File: src/rtl/stateen_pkg.sv
package stateen_pkg;

    localparam int NREG = 4;

    typedef enum logic [1:0] {
        TIER_M    = 2'd0,
        TIER_H    = 2'd1,
        TIER_S    = 2'd2,
        TIER_NONE = 2'd3
    } tier_e;

    localparam logic [7:0] PAGE_M_LO = 8'h30;
    localparam logic [7:0] PAGE_M_HI = 8'h31;
    localparam logic [7:0] PAGE_H_LO = 8'h60;
    localparam logic [7:0] PAGE_H_HI = 8'h61;
    localparam logic [7:0] PAGE_S    = 8'h10;

    localparam logic [63:0] GATE_BIT  = 64'h8000_0000_0000_0000;
    localparam logic [63:0] REG0_FEAT = 64'h5E00_0000_0000_0003;
    localparam logic [63:0] SUP_KEEP  = 64'h0000_0000_FFFF_FFFF;

    function automatic logic [63:0] impl_mask(input logic [1:0] idx);
        return (idx == 2'd0) ? (GATE_BIT | REG0_FEAT) : GATE_BIT;
    endfunction

endpackage

File: src/rtl/stateen_decode.sv
module stateen_decode
    import stateen_pkg::*;
#(
    parameter int XLEN = 64
) (
    input  logic [11:0] addr,
    output logic        hit,
    output tier_e       tier,
    output logic [1:0]  idx,
    output logic        upper
);
    localparam bit HAS_HALVES = (XLEN == 32);

    always_comb begin
        hit   = 1'b0;
        tier  = TIER_NONE;
        idx   = addr[1:0];
        upper = addr[4];
        if (addr[3:2] == 2'b11) begin
            case (addr[11:4])
                PAGE_M_LO: begin hit = 1'b1;       tier = TIER_M; end
                PAGE_H_LO: begin hit = 1'b1;       tier = TIER_H; end
                PAGE_S:    begin hit = 1'b1;       tier = TIER_S; end
                PAGE_M_HI: begin hit = HAS_HALVES; tier = HAS_HALVES ? TIER_M : TIER_NONE; end
                PAGE_H_HI: begin hit = HAS_HALVES; tier = HAS_HALVES ? TIER_H : TIER_NONE; end
                default:   begin hit = 1'b0;       tier = TIER_NONE; end
            endcase
        end
    end
endmodule

File: src/rtl/stateen_access.sv
module stateen_access
    import stateen_pkg::*;
#(
    parameter bit PRESENT = 1'b1
) (
    input  logic       hit,
    input  tier_e      tier,
    input  logic [1:0] priv,
    input  logic       virt_eff,
    input  logic       m_gate,
    input  logic       h_gate,
    output logic       illegal,
    output logic       vfault
);
    always_comb begin
        illegal = 1'b0;
        vfault  = 1'b0;
        if (!PRESENT || !hit) begin
            illegal = 1'b1;
        end else begin
            case (tier)
                TIER_M: illegal = (priv != 2'b11);
                TIER_H: begin
                    if (!m_gate)        illegal = 1'b1;
                    else if (virt_eff)  vfault  = 1'b1;
                    else if (priv == 2'b00) illegal = 1'b1;
                end
                TIER_S: begin
                    if (!m_gate)                 illegal = 1'b1;
                    else if (virt_eff && !h_gate) vfault = 1'b1;
                    else if (priv == 2'b00) begin
                        if (virt_eff) vfault  = 1'b1;
                        else          illegal = 1'b1;
                    end
                end
                default: illegal = 1'b1;
            endcase
        end
    end
endmodule

File: src/rtl/stateen_ctrl.sv
module stateen_ctrl
    import stateen_pkg::*;
#(
    parameter int XLEN    = 64,
    parameter bit PRESENT = 1'b1
) (
    input  logic            clk,
    input  logic            rst_n,
    input  logic            req_valid,
    input  logic            req_write,
    input  logic [11:0]     req_addr,
    input  logic [XLEN-1:0] req_wdata,
    input  logic [1:0]      req_priv,
    input  logic            req_virt,
    output logic            rsp_valid,
    output logic [XLEN-1:0] rsp_rdata,
    output logic            rsp_illegal,
    output logic            rsp_vfault,
    output logic [63:0]     perm_hs,
    output logic [63:0]     perm_vs,
    output logic [63:0]     perm_u,
    output logic [63:0]     perm_vu
);
    localparam logic [5:0] HALF_SHIFT = 6'd32;

    typedef struct packed {
        logic [NREG-1:0][63:0] m;
        logic [NREG-1:0][63:0] h;
        logic [NREG-1:0][63:0] s;
        logic                  vld;
        logic                  ill;
        logic                  vf;
        logic [XLEN-1:0]       rd;
    } state_t;

    state_t st_d, st_q;

    logic       dec_hit, dec_upper;
    tier_e      dec_tier;
    logic [1:0] dec_idx;
    logic       virt_eff;
    logic       acc_ill, acc_vf;
    logic [63:0] m_sel, h_sel, s_sel;

    assign virt_eff = req_virt && (req_priv != 2'b11);
    assign m_sel    = st_q.m[dec_idx];
    assign h_sel    = st_q.h[dec_idx];
    assign s_sel    = st_q.s[dec_idx];

    stateen_decode #(.XLEN(XLEN)) u_decode (
        .addr  (req_addr),
        .hit   (dec_hit),
        .tier  (dec_tier),
        .idx   (dec_idx),
        .upper (dec_upper)
    );

    stateen_access #(.PRESENT(PRESENT)) u_access (
        .hit      (dec_hit),
        .tier     (dec_tier),
        .priv     (req_priv),
        .virt_eff (virt_eff),
        .m_gate   (m_sel[63]),
        .h_gate   (h_sel[63]),
        .illegal  (acc_ill),
        .vfault   (acc_vf)
    );

    logic [63:0] live_mask, live_val, half_mask, wd_wide, merged, shifted;
    logic [5:0]  shamt;

    always_comb begin
        st_d = st_q;

        case (dec_tier)
            TIER_M:  begin live_mask = impl_mask(dec_idx);          live_val = m_sel; end
            TIER_H:  begin live_mask = impl_mask(dec_idx) & m_sel;  live_val = h_sel; end
            TIER_S:  begin
                live_mask = impl_mask(dec_idx) & SUP_KEEP & m_sel & (virt_eff ? h_sel : '1);
                live_val  = s_sel;
            end
            default: begin live_mask = '0; live_val = '0; end
        endcase

        shamt     = (XLEN == 32 && dec_upper) ? HALF_SHIFT : 6'd0;
        half_mask = (XLEN == 32) ? ({32'h0, 32'hFFFF_FFFF} << shamt) : '1;
        wd_wide   = 64'(req_wdata) << shamt;
        shifted   = (live_val & live_mask) >> shamt;
        merged    = (live_val & ~(live_mask & half_mask)) | (wd_wide & live_mask & half_mask);

        st_d.vld = req_valid;
        st_d.ill = req_valid && acc_ill;
        st_d.vf  = req_valid && acc_vf;
        st_d.rd  = (req_valid && !acc_ill && !acc_vf) ? shifted[XLEN-1:0] : '0;

        if (req_valid && req_write && !acc_ill && !acc_vf) begin
            case (dec_tier)
                TIER_M:  st_d.m[dec_idx] = merged;
                TIER_H:  st_d.h[dec_idx] = merged;
                TIER_S:  st_d.s[dec_idx] = merged;
                default: ;
            endcase
        end
    end

    always_ff @(posedge clk) begin
        if (!rst_n) st_q <= '0;
        else        st_q <= st_d;
    end

    assign rsp_valid   = st_q.vld;
    assign rsp_illegal = st_q.ill;
    assign rsp_vfault  = st_q.vf;
    assign rsp_rdata   = st_q.rd;

    assign perm_hs = st_q.m[0];
    assign perm_vs = st_q.m[0] & st_q.h[0];
    assign perm_u  = st_q.m[0] & st_q.s[0];
    assign perm_vu = st_q.m[0] & st_q.h[0] & st_q.s[0];

    logic [NREG-1:0][63:0] m_all, h_all, s_all;
    assign m_all = st_q.m;
    assign h_all = st_q.h;
    assign s_all = st_q.s;

endmodule

File: config.mk
export PLATFORM = sky130hd
export DESIGN_NAME = stateen_ctrl
export DESIGN_NICKNAME = d
export VERILOG_FILES = /design/src/rtl/stateen_pkg.sv /design/src/rtl/stateen_decode.sv /design/src/rtl/stateen_access.sv /design/src/rtl/stateen_ctrl.sv
export SDC_FILE = /design/constraint.sdc
export NUM_CORES = 1
export LEC_CHECK = 0
export BUFFER_PORTS_ARGS = -buffer_cell sky130_fd_sc_hd__buf_2
export CAP_MARGIN = 20
export CORE_MARGIN = 2
export CORE_UTILIZATION = 43
export CTS_CLUSTER_SIZE = 28
export DETAILED_ROUTE_END_ITERATION = 8
export HOLD_SLACK_MARGIN = 0.06
export PLACE_DENSITY_LB_ADDON = 0.15
export SYNTH_ARGS = -nofsm -noshare
export SYNTH_HDL_FRONTEND = slang
export SYNTH_SLANG_ARGS = --single-unit
export TNS_END_PERCENT = 20
File: constraint.sdc
create_clock -name clk -period 3.91 [get_ports clk]
set_clock_uncertainty 0.15 [all_clocks]
set_input_delay 0.782 -clock clk [delete_from_list [all_inputs] [get_ports clk]]
set_output_delay 0.782 -clock clk [all_outputs]
set_load 0.05 [all_outputs]
# After elaboration in Yosys (flattened, before gate mapping)
# Cells that the tools add are included.
# word_totals
reg_bits	835
latch_bits	0
ramBits	0
romBits	0
input_bits	83
out_inout_bits	323
elab_cells	92
mem_count	0
# op_classes
n_addsub	0
mul	0
div_mod_pow	0
n_lt_le_gt_ge	2
eq_ne	7
n_shift	0
mux	35
n_bitwise	11
n_reduce_logical	21
# ops
operator	count
$bwmux 256	3
$and 64x64->64	8
$bmux 64 s2	3
$pmux 64 s3	2
$mux 64	5
$demux 64 s2	1
$and 32x64->64	1
$not 64->64	1
$or 64x64->64	1
$mux 63	1
$mux 1	16
$logic_and 1x1->1	10
$eq 8x5->1 const B	1
$eq 8x6->1 const B	1
$eq 8x7->1 const B	1
$reduce_and 2->1	4
$logic_not 2->1	3
$pmux 2 s3	1
$eq 2x2->1 const B	2
$logic_not 1->1	3
$lt 2x3->1 const B	1
$pmux 1 s3	1
$reduce_or 3->1	1
$eq 2x1->1 const B	1
other kinds (4)	4

# Depth between registers and ports, before layout
# Gate-level depths: netlist of run 1.
# depth
ltp_word	12
ltp_mapped	14
mapped_depth_nobuf	10

# Modules after synthesis
# Synthesis of run 1 repeated with hierarchy kept, for this count alone.
# hier_totals
hier_cells	1084
hier_area_um2	11036.8
# by_module_without_submodules
mod	n_inst	cells_per_inst	area_each_um2	seq_area_each_um2
stateen_ctrl	1	1059	10829.1	5385.2
stateen_access	1	14	110.1	0.0
stateen_decode	1	11	97.6	0.0

# Worst setup path after synthesis of run 1
# OpenSTA, ideal clock, no wires.
# synth_timing
path_kind	input-to-reg
startpoint	input port req_addr[5]
endpoint	register st_q (netlist bit s_all[38])
arrival_ps	3502
required_ps	3616
slack_ps	114
stages	14
path_buffers	4
path_cell_list	nor4bb_1 -> and2_1 -> nand3_1 -> inv_1 -> ha_1 -> buf_2 -> a21boi_1 -> nor2_1 -> o2111a_1 -> buf_2 -> nand4_1 -> clkbuf_1 -> buf_2 -> o2bb2ai_1
# synth_between
elab_chain_cells	10
elab_cells_between_ends	27
cone_classes	eq/ne (5); mux (11); bitwise (4); reduce/logical (7)
# synth_lines
item	line	text
from (decl)	stateen_ctrl.sv:11	input logic [11:0] req_addr,
$eq 8x5->1, or another cell as far along	stateen_decode.sv:20	case (addr[11:4])
$pmux 2 s3	stateen_decode.sv:20	
$mux 2	stateen_decode.sv:19	if (addr[3:2] == 2'b11) begin
$eq 2x2->1, or another cell as far along	stateen_access.sv:21, stateen_ctrl.sv:75, stateen_ctrl.sv:97	
$pmux 1 s3	stateen_access.sv:21	case (tier)
$mux 1	stateen_access.sv:18	if (!PRESENT || !hit) begin
$logic_not 1->1	stateen_ctrl.sv:96	if (req_valid && req_write && !acc_ill && !acc_vf) begin
$logic_and 1x1->1 (2 in series)	stateen_ctrl.sv:96	
$reduce_and 2->1 (no line)	-	
to (signal assigned)	stateen_ctrl.sv:108	else st_q <= st_d;
to (decl)	stateen_ctrl.sv:36	state_t st_d, st_q;
# Parallel ways exist; a longest one is shown, timed or not.
# A chain may end at the register's enable or synchronous reset.

# Worst setup path after layout of run 1
# layout_timing
startpoint	input port req_addr[5]
endpoint	register st_q (netlist bit m_all[195])
# layout_between
elab_chain_cells	10
elab_cells_between_ends	27
cone_classes	eq/ne (5); mux (11); bitwise (4); reduce/logical (7)
# layout_lines
item	line
$eq 8x5->1, or another cell as far along	stateen_decode.sv:20
$pmux 2 s3	stateen_decode.sv:20
$mux 2	stateen_decode.sv:19
$eq 2x2->1, or another cell as far along	stateen_access.sv:21, stateen_ctrl.sv:75
$pmux 1 s3	stateen_access.sv:21
$mux 1	stateen_access.sv:18
$logic_not 1->1	stateen_ctrl.sv:96
$logic_and 1x1->1 (2 in series)	stateen_ctrl.sv:96
$reduce_and 2->1 (no line)	-
# Parallel ways exist; a longest one is shown, timed or not.

==> results by group, run 1 <==
CTS
  • Clk_lat worst skew: between 0.6 and 0.7 ns
  • Clock sinks: 779
  • CTS Buf Count: between 80 and 90
  • CTS H-Tree Depth: 3
  • Root Buffer: clkbuf_16
  • Post-cts sizing count: 0
  • Quantity of hold-fixing buffers added after cts: 0
  • Longest Clk Path Bufs: 3
  • Post-CTS setup buffer count: 0
  • Worst-path clk slew: around 0.060 ns
  • CTS tree: yes

Detailed routing
  • DRT Wirelength: around 110 mm
  • Post-DRT Antenna Nets: 0
  • Drt pass-1 iters: 8
  • DR DRC count: 0
  • Starting DRT DRC Count: 2800
  • Routed len/inst: 27.6 um
  • Via count: approximately 26000
  • Via density per instance: 6.36

Power and ir drop
  • Combinational share of power: 0.040
  • Power per cell area: 442 mW/mm^2
  • Leak: 14.9 nW
  • Sw Ratio: 0.228
  • Seq pwr share: 0.468
  • Peak VDD IR: approximately 0.00032 V
  • Internal Power: 13.1 mW
  • Clock share of power: 0.491
  • P_sw: 3.87 mW

Synthesis
  • Cell taking the most area after synthesis: dfxtp_1
  • Synth Area in Compound Gates: 0.213
  • Post-synthesis sequential area ratio: 0.481
  • Xor/xnor share of the synthesized area: 0.000270
  • Synthesis warning total: 0
  • Post-synth top area share: 0.481
  • Mapped Avg Cell Area: roughly 11 sq um
  • Synth Area in Simple Gates: 0.0996
  • Mux share of post-synthesis cell area: 0.137
  • Synth Area in Adders: 0.00154
  • Largest family of logic cells by synthesized area: compound AO/OA/AOI/OAI gates
  • Number of synthesized register bits: 779
  • Top_reg_cell synth: dfxtp_1
  • Post-Synthesis Cells: roughly 2900
  • Async set or reset register ratio after synthesis: 0
  • Synth top area cells: dfxtp_1 48%, mux4_2 13%, a22o_1 12%
  • Mapped Area: approximately 0.032 sq mm
  • Yosys cell types: between 50 and 60
  • Number of flops mapped to enable cells by yosys: 0

Global route
  • Tot GR Track Use: 0.287
  • Pin count of the biggest net entering global routing: 70
  • First-pass GRT wire length: between 150 and 200 mm
  • Vias in the first global route: around 27000
  • Initial antenna violation count: 1
  • Total gr overflow: 0

Finish
  • Share of layout cells above drive strength 1: 0.278
  • Antenna cells: 0
  • Fin area: around 0.038 sq mm
  • Synthesis-to-layout area growth: 18.4%
  • Commonest cells after routing, fill and taps aside: 779 x dfxtp_1, 449 x a22o_1, 290 x buf_2, 199 x o21ai_0, 188 x mux4_2
  • Leading cell type in the layout, fill and taps excluded: dfxtp_1
  • Nets: 3181

Placement
  • Port Buf Inserts: about 300
  • Area post-placement: about 0.035 sq mm
  • Placer's final routability congestion estimate: about 0.8
  • Setup WS pre-CTS: -0.0763 ns
  • Dpl hpwl: around 67 mm

Worst setup path
  • Crit path DAT: approximately 3.8 ns
  • Required time of the critical path: roughly 4.3 ns
  • Crit. End Element: flip-flop
  • CP startpoint: req_addr[5]
  • CP Max Fanout: 10
  • Critical path type: in2reg
  • CP startpoint kind: input pin
  • Worst reg2reg startpoint: perm_hs[63]$_SDFFE_PN0P_

Timing
  • RSZ-0062 raised after global routing: no
  • Final WS setup: ~0.48 ns
  • Tmin final: between 3 and 4 ns
  • Final setup violating endpoints: 0
  • Slew Viols, Final: 0
  • Final period util: 0.878
  • Fmax: just under 0.3 GHz
  • Worst-margin pin slew: approximately 1.1 ns
  • Final Hold Viols: 0
  • Slew HR: 0.298

Floorplan
  • FP Rows: 100
  • Starting Density: 0.434
  • DIE AREA: just under 0.08 sq mm
  • Core area: roughly 0.075 sq mm
  • Die width: between 200 and 300 um
  • Chip height: approximately 280 um
  • I/O pin total: roughly 410

Run
  • Max_cap viols: 0

Min path
  • Worst hold start: req_wdata[1]
  • Hold Path Class: in2reg

Outcome
  • Status: completed
-- cell families after synthesis --
group | Yosys count
compound gates | 874
flops | 779
simple gates | 611
buf+inv | 393
mux | 209
fa+ha+maj | 4
other cells | 1
xor+xnor | 1
-- synthesized netlist by cell type, types with 2 or more instances --
master,instances
o211ai_1,5
nor4_1,9
nand3_1,151
buf_1,13
a31oi_1,6
nor3_1,6
o2bb2ai_1,114
o22ai_1,4
a22o_1,449
nand2b_1,4
a211o_1,2
ha_1,4
buf_6,10
o21ai_0,199
dfxtp_1,779
or2_2,10
and2_1,136
mux2_2,3
mux2i_1,18
buf_2,82
inv_1,3
a222oi_1,56
nor2_2,40
buf_4,133
nand4_1,5
mux4_2,188
o211a_1,2
o2111ai_2,2
o2111ai_1,8
nand3b_1,3
a21o_1,6
and3_1,68
nor2_1,82
a21oi_1,8
o31a_1,2
nand2_1,86
nor2b_1,3
a22oi_1,7
clkbuf_1,151
-- power groups by stage --
| stage | clock [mW] | combinational [mW] | sequential [mW] |
|---|---|---|---|
| 5_1_grt | 8.72 | 0.700 | 7.93 |
| 4_1_cts | 8.41 | 0.673 | 7.94 |
| 2_1_floorplan | 0 | 0.466 | 8.12 |
| 3_5_place_dp | 0 | 0.673 | 8.11 |
| 6_report | 8.33 | 0.683 | 7.94 |
| 3_3_place_gp | 0 | 0.670 | 8.11 |
-- final timing paths --
path	to	slack (ns)	depth (start not counted)
setup reg to reg	s_all[118]$_SDFFE_PN0P_	1.21	7
setup / recovery	m_all[195]$_SDFFE_PN0P_	0.48	12
hold / removal	perm_hs[1]$_SDFFE_PN0P_	0.28	3
hold reg to reg	m_all[109]$_SDFFE_PN0P_	0.30	2
-- per-stage QoR --
stage          power [mW]  hold WS (ns)  utilization  TNS (ns)  std cells
2_1_floorplan        8.58         0.270            -         0       2927
3_5_place_dp         8.79         0.287        0.475     -1.25       3976
4_1_cts              17.0         0.247        0.514         0       4132
3_3_place_gp         8.78         0.281        0.475         0       3976
5_1_grt              17.4         0.286        0.514         0       4132
6_report             16.9         0.283        0.514         0       4132
-- worst max-delay path: stages --
cell	delay, ns
buf_2	0.10
nor4bb_1	0.28
buf_4	0.16
and3_1	0.29
inv_1	0.14
ha_4	0.18
buf_4	0.17
buf_4	0.21
buf_4	0.23
a222oi_1	0.74
nor2_1	0.21
a22o_1	0.28
-- cell type report --
type	instances	area, sq um
clock buffer	121	2480
clock inverter	35	430
fill	6502	36200
inverter	4	15.0
multi-input combinational	1755	15100
sequential	779	15600
tap	969	1210
timing repair buffer	469	3510
-- registers in the layout (all words and copies together) (netlist names) --
signal       count
rsp_illegal      1
rsp_vfault       1
h_all          256
rsp_valid        1
m_all          192
rsp_rdata        8
perm_hs         64
s_all          256
-- routing by layer --
layer | wire length [um] | global-route usage | vias to the layer above
met3 | 10900 | 0.0526 | 298
met2 | 52900 | 0.461 | 1590
met4 | 3980 | 0.106 | 2
met1 | 46300 | 0.387 | 13000
li1 | - | - | 11400
met5 | 11 | 0 | -
Note: power is estimated with default switching activity, not from simulation.
==> run 2, diff against run 1 <==
- clock period: 3.91 -> 3.15 ns (I/O delays scaled with it)
==> run 2 against run 1 <==
  * Core utilization is 1.8 points higher
  * Sequential share of layout area is 1.3 points lower
  * Design area is 3.4% higher
  * Clock power is 13% higher
  * Critical path depth is 2 lower
  * Worst hold slack worse by 0.14 ns
  * Critical path type unchanged
  * Largest power group is now sequential cells
  * Critical endpoint is now m_all[221]$_SDFFE_PN0P_
  * Non-clock buffer count is 158 higher
  * Cell count is 3.6% higher
  * Register-to-register slack worse by 0.70 ns
==> results by group, run 2 (same netlist as run 1, synthesis figures left out) <==
Worst setup path
  • Required time of the critical path: around 3.5 ns
  • Worst reg2reg startpoint: perm_hs[63]$_SDFFE_PN0P_
  • CP startpoint kind: input pin
  • Critical path type: in2reg
  • Crit. End Element: flip-flop
  • CP Max Fanout: 19
  • Setup slack, reg-to-reg: between 0.5 and 0.6 ns
  • CP startpoint: req_addr[5]
  • Depth of the worst register-to-register path: 9
  • Crit path DAT: around 3.3 ns
  • Reg-to-Reg End: s_all[27]$_SDFFE_PN0P_

Min path
  • Hold Path Class: in2reg
  • Worst Hold Path Cells: 3
  • Min-Delay Endpoint: perm_hs[0]$_SDFFE_PN0P_
  • Worst hold start: req_wdata[0]

CTS
  • CTS tree: yes
  • Clock sinks: roughly 780
  • Worst-path clk slew: approximately 0.06 ns
  • CTS H-Tree Depth: 3
  • Quantity of hold-fixing buffers added after cts: 0
  • Clk_lat worst skew: ~0.64 ns
  • Root Buffer: clkbuf_16
  • Longest Clk Path Bufs: 3
  • CTS Buf Count: 83

Timing
  • Final setup violating endpoints: 0
  • Final Hold Slack: about 0.14 ns
  • Fmax: around 0.34 GHz
  • Slew Viols, Final: 0
  • RSZ-0062 raised after global routing: no
  • Tmin final: 2.98 ns
  • Final period util: 0.946
  • Final WS setup: ~0.17 ns
  • Worst-margin pin slew: ~0.99 ns
  • Slew HR: 0.339
  • Final Hold Viols: 0

Placement
  • Placer's final routability congestion estimate: ~0.85
  • Dpl hpwl: between 70 and 80 mm
  • Area post-placement: roughly 0.037 sq mm
  • Setup WS pre-CTS: -0.528 ns
  • Port Buf Inserts: 293

Floorplan
  • DIE AREA: 0.0776 sq mm
  • Starting Density: 0.434
  • Chip height: 278 um
  • FP Rows: 100
  • I/O pin total: 406
  • Die width: roughly 280 um
  • Core area: about 0.075 sq mm

Power and ir drop
  • Total Power: about 20 mW
  • Leak: 15.6 nW
  • Peak VDD IR: 0.000326 V
  • Power per cell area: just over 500 mW/mm^2

Finish
  • Commonest cells after routing, fill and taps aside: 779 x dfxtp_1, 449 x a22o_1, 290 x buf_2, 246 x buf_4, 199 x o21ai_0
  • Fin area: approximately 0.04 sq mm
  • Leading cell type in the layout, fill and taps excluded: dfxtp_1
  • Share of layout cells above drive strength 1: 0.309
  • Finished Core Util: 0.532
  • Nets: ~3300
  • Synthesis-to-layout area growth: 22.4%

Global route
  • Initial antenna violation count: 2
  • Tot GR Track Use: 0.286
  • Pin count of the biggest net entering global routing: between 70 and 80
  • Total gr overflow: 0
  • Vias in the first global route: roughly 27000
  • First-pass GRT wire length: 170 mm

Run
  • Max_cap viols: 0

Detailed routing
  • Via density per instance: around 6.3
  • DR DRC count: 0
  • Via count: 26900
  • Routed len/inst: approximately 27 um
  • Post-DRT Antenna Nets: 0
  • Drt pass-1 iters: 7
  • Starting DRT DRC Count: 3051
  • DRT Wirelength: approximately 110 mm

Outcome
  • Status: completed
-- run 2: cell count changes in the layout (fill, tap and decap cells not counted), moves of 2 or more --
cell / change
bufinv_16: -6
diode_2: +2
clkinv_8: -3
clkbuf_1: +9
clkinv_2: -4
clkinvlp_4: +2
clkbuf_8: -8
buf_4: +126
buf_12: +32
-- run 2: per-stage QoR --
stage | cells | TNS, ns
global placement | 4134 | -264.08
finish | 4282 | 0
global route | 4280 | 0
CTS | 4280 | 0
detailed placement | 4134 | -283.26
floorplan | 2927 | -3.10
-- run 2: worst max-delay path, stage by stage --
cell and delay (ns):
buf_2 0.11, nor4bb_2 0.34, and2_1 0.18, nand3_1 0.20, ha_4 0.25, buf_4 0.15, buf_12 0.16, a222oi_1 0.88
nor2_2 0.14, a22o_1 0.27
-- run 2: worst max path at each step --
| stage | endpoint | slack (ns) | cells past startpoint |
|---|---|---|---|
| after floorplan | h_all[129]$_SDFFE_PN0P_ | -0.04 | 12 |
| after global placement | m_all[91]$_SDFFE_PN0P_ | -0.46 | 13 |
| after detailed placement | m_all[79]$_SDFFE_PN0P_ | -0.53 | 13 |
| after CTS | m_all[79]$_SDFFE_PN0P_ | 0.13 | 13 |
| after global routing | s_all[27]$_SDFFE_PN0P_ | 0.01 | 13 |
| final | m_all[221]$_SDFFE_PN0P_ | 0.17 | 10 |
-- run 2: layer usage --
layer | vias to the layer above | GRT usage | share of wire
met2 | 1542 | 0.460 | 0.46
met3 | 256 | 0.0468 | 0.090
met5 | - | 0 | 0
met4 | 0 | 0.0994 | 0.031
li1 | 11700 | - | -
met1 | 13500 | 0.392 | 0.42
-- run 2: area by class of cell --
| cell class | count | area (sq um) |
|---|---|---|
| diodes | 2 | 5.00 |
| clock buffers | 121 | 2380 |
| clock inverters | 25 | 216 |
| fillers | 6450 | 34900 |
| inverters | 4 | 15.0 |
| multi-input cells | 1755 | 15100 |
| flip-flops and latches | 779 | 15600 |
| well taps | 969 | 1210 |
| repair buffers | 627 | 5100 |
-- run 2: repair_timing --
| action | 4_1_cts | 5_1_grt |
|---|---|---|
| endpoints found under the setup margin | 0 | 78 |
| resized for setup | 0 | 2 |
| setup buffers | 0 | 0 |
-- run 2: report_power, final --
part           switching [mW]  internal [mW]  total (mW)
registers            0.000676           9.85        9.85
clock network            4.03           5.41        9.45
logic                   0.636          0.258       0.894
total                    4.67           15.5        20.2
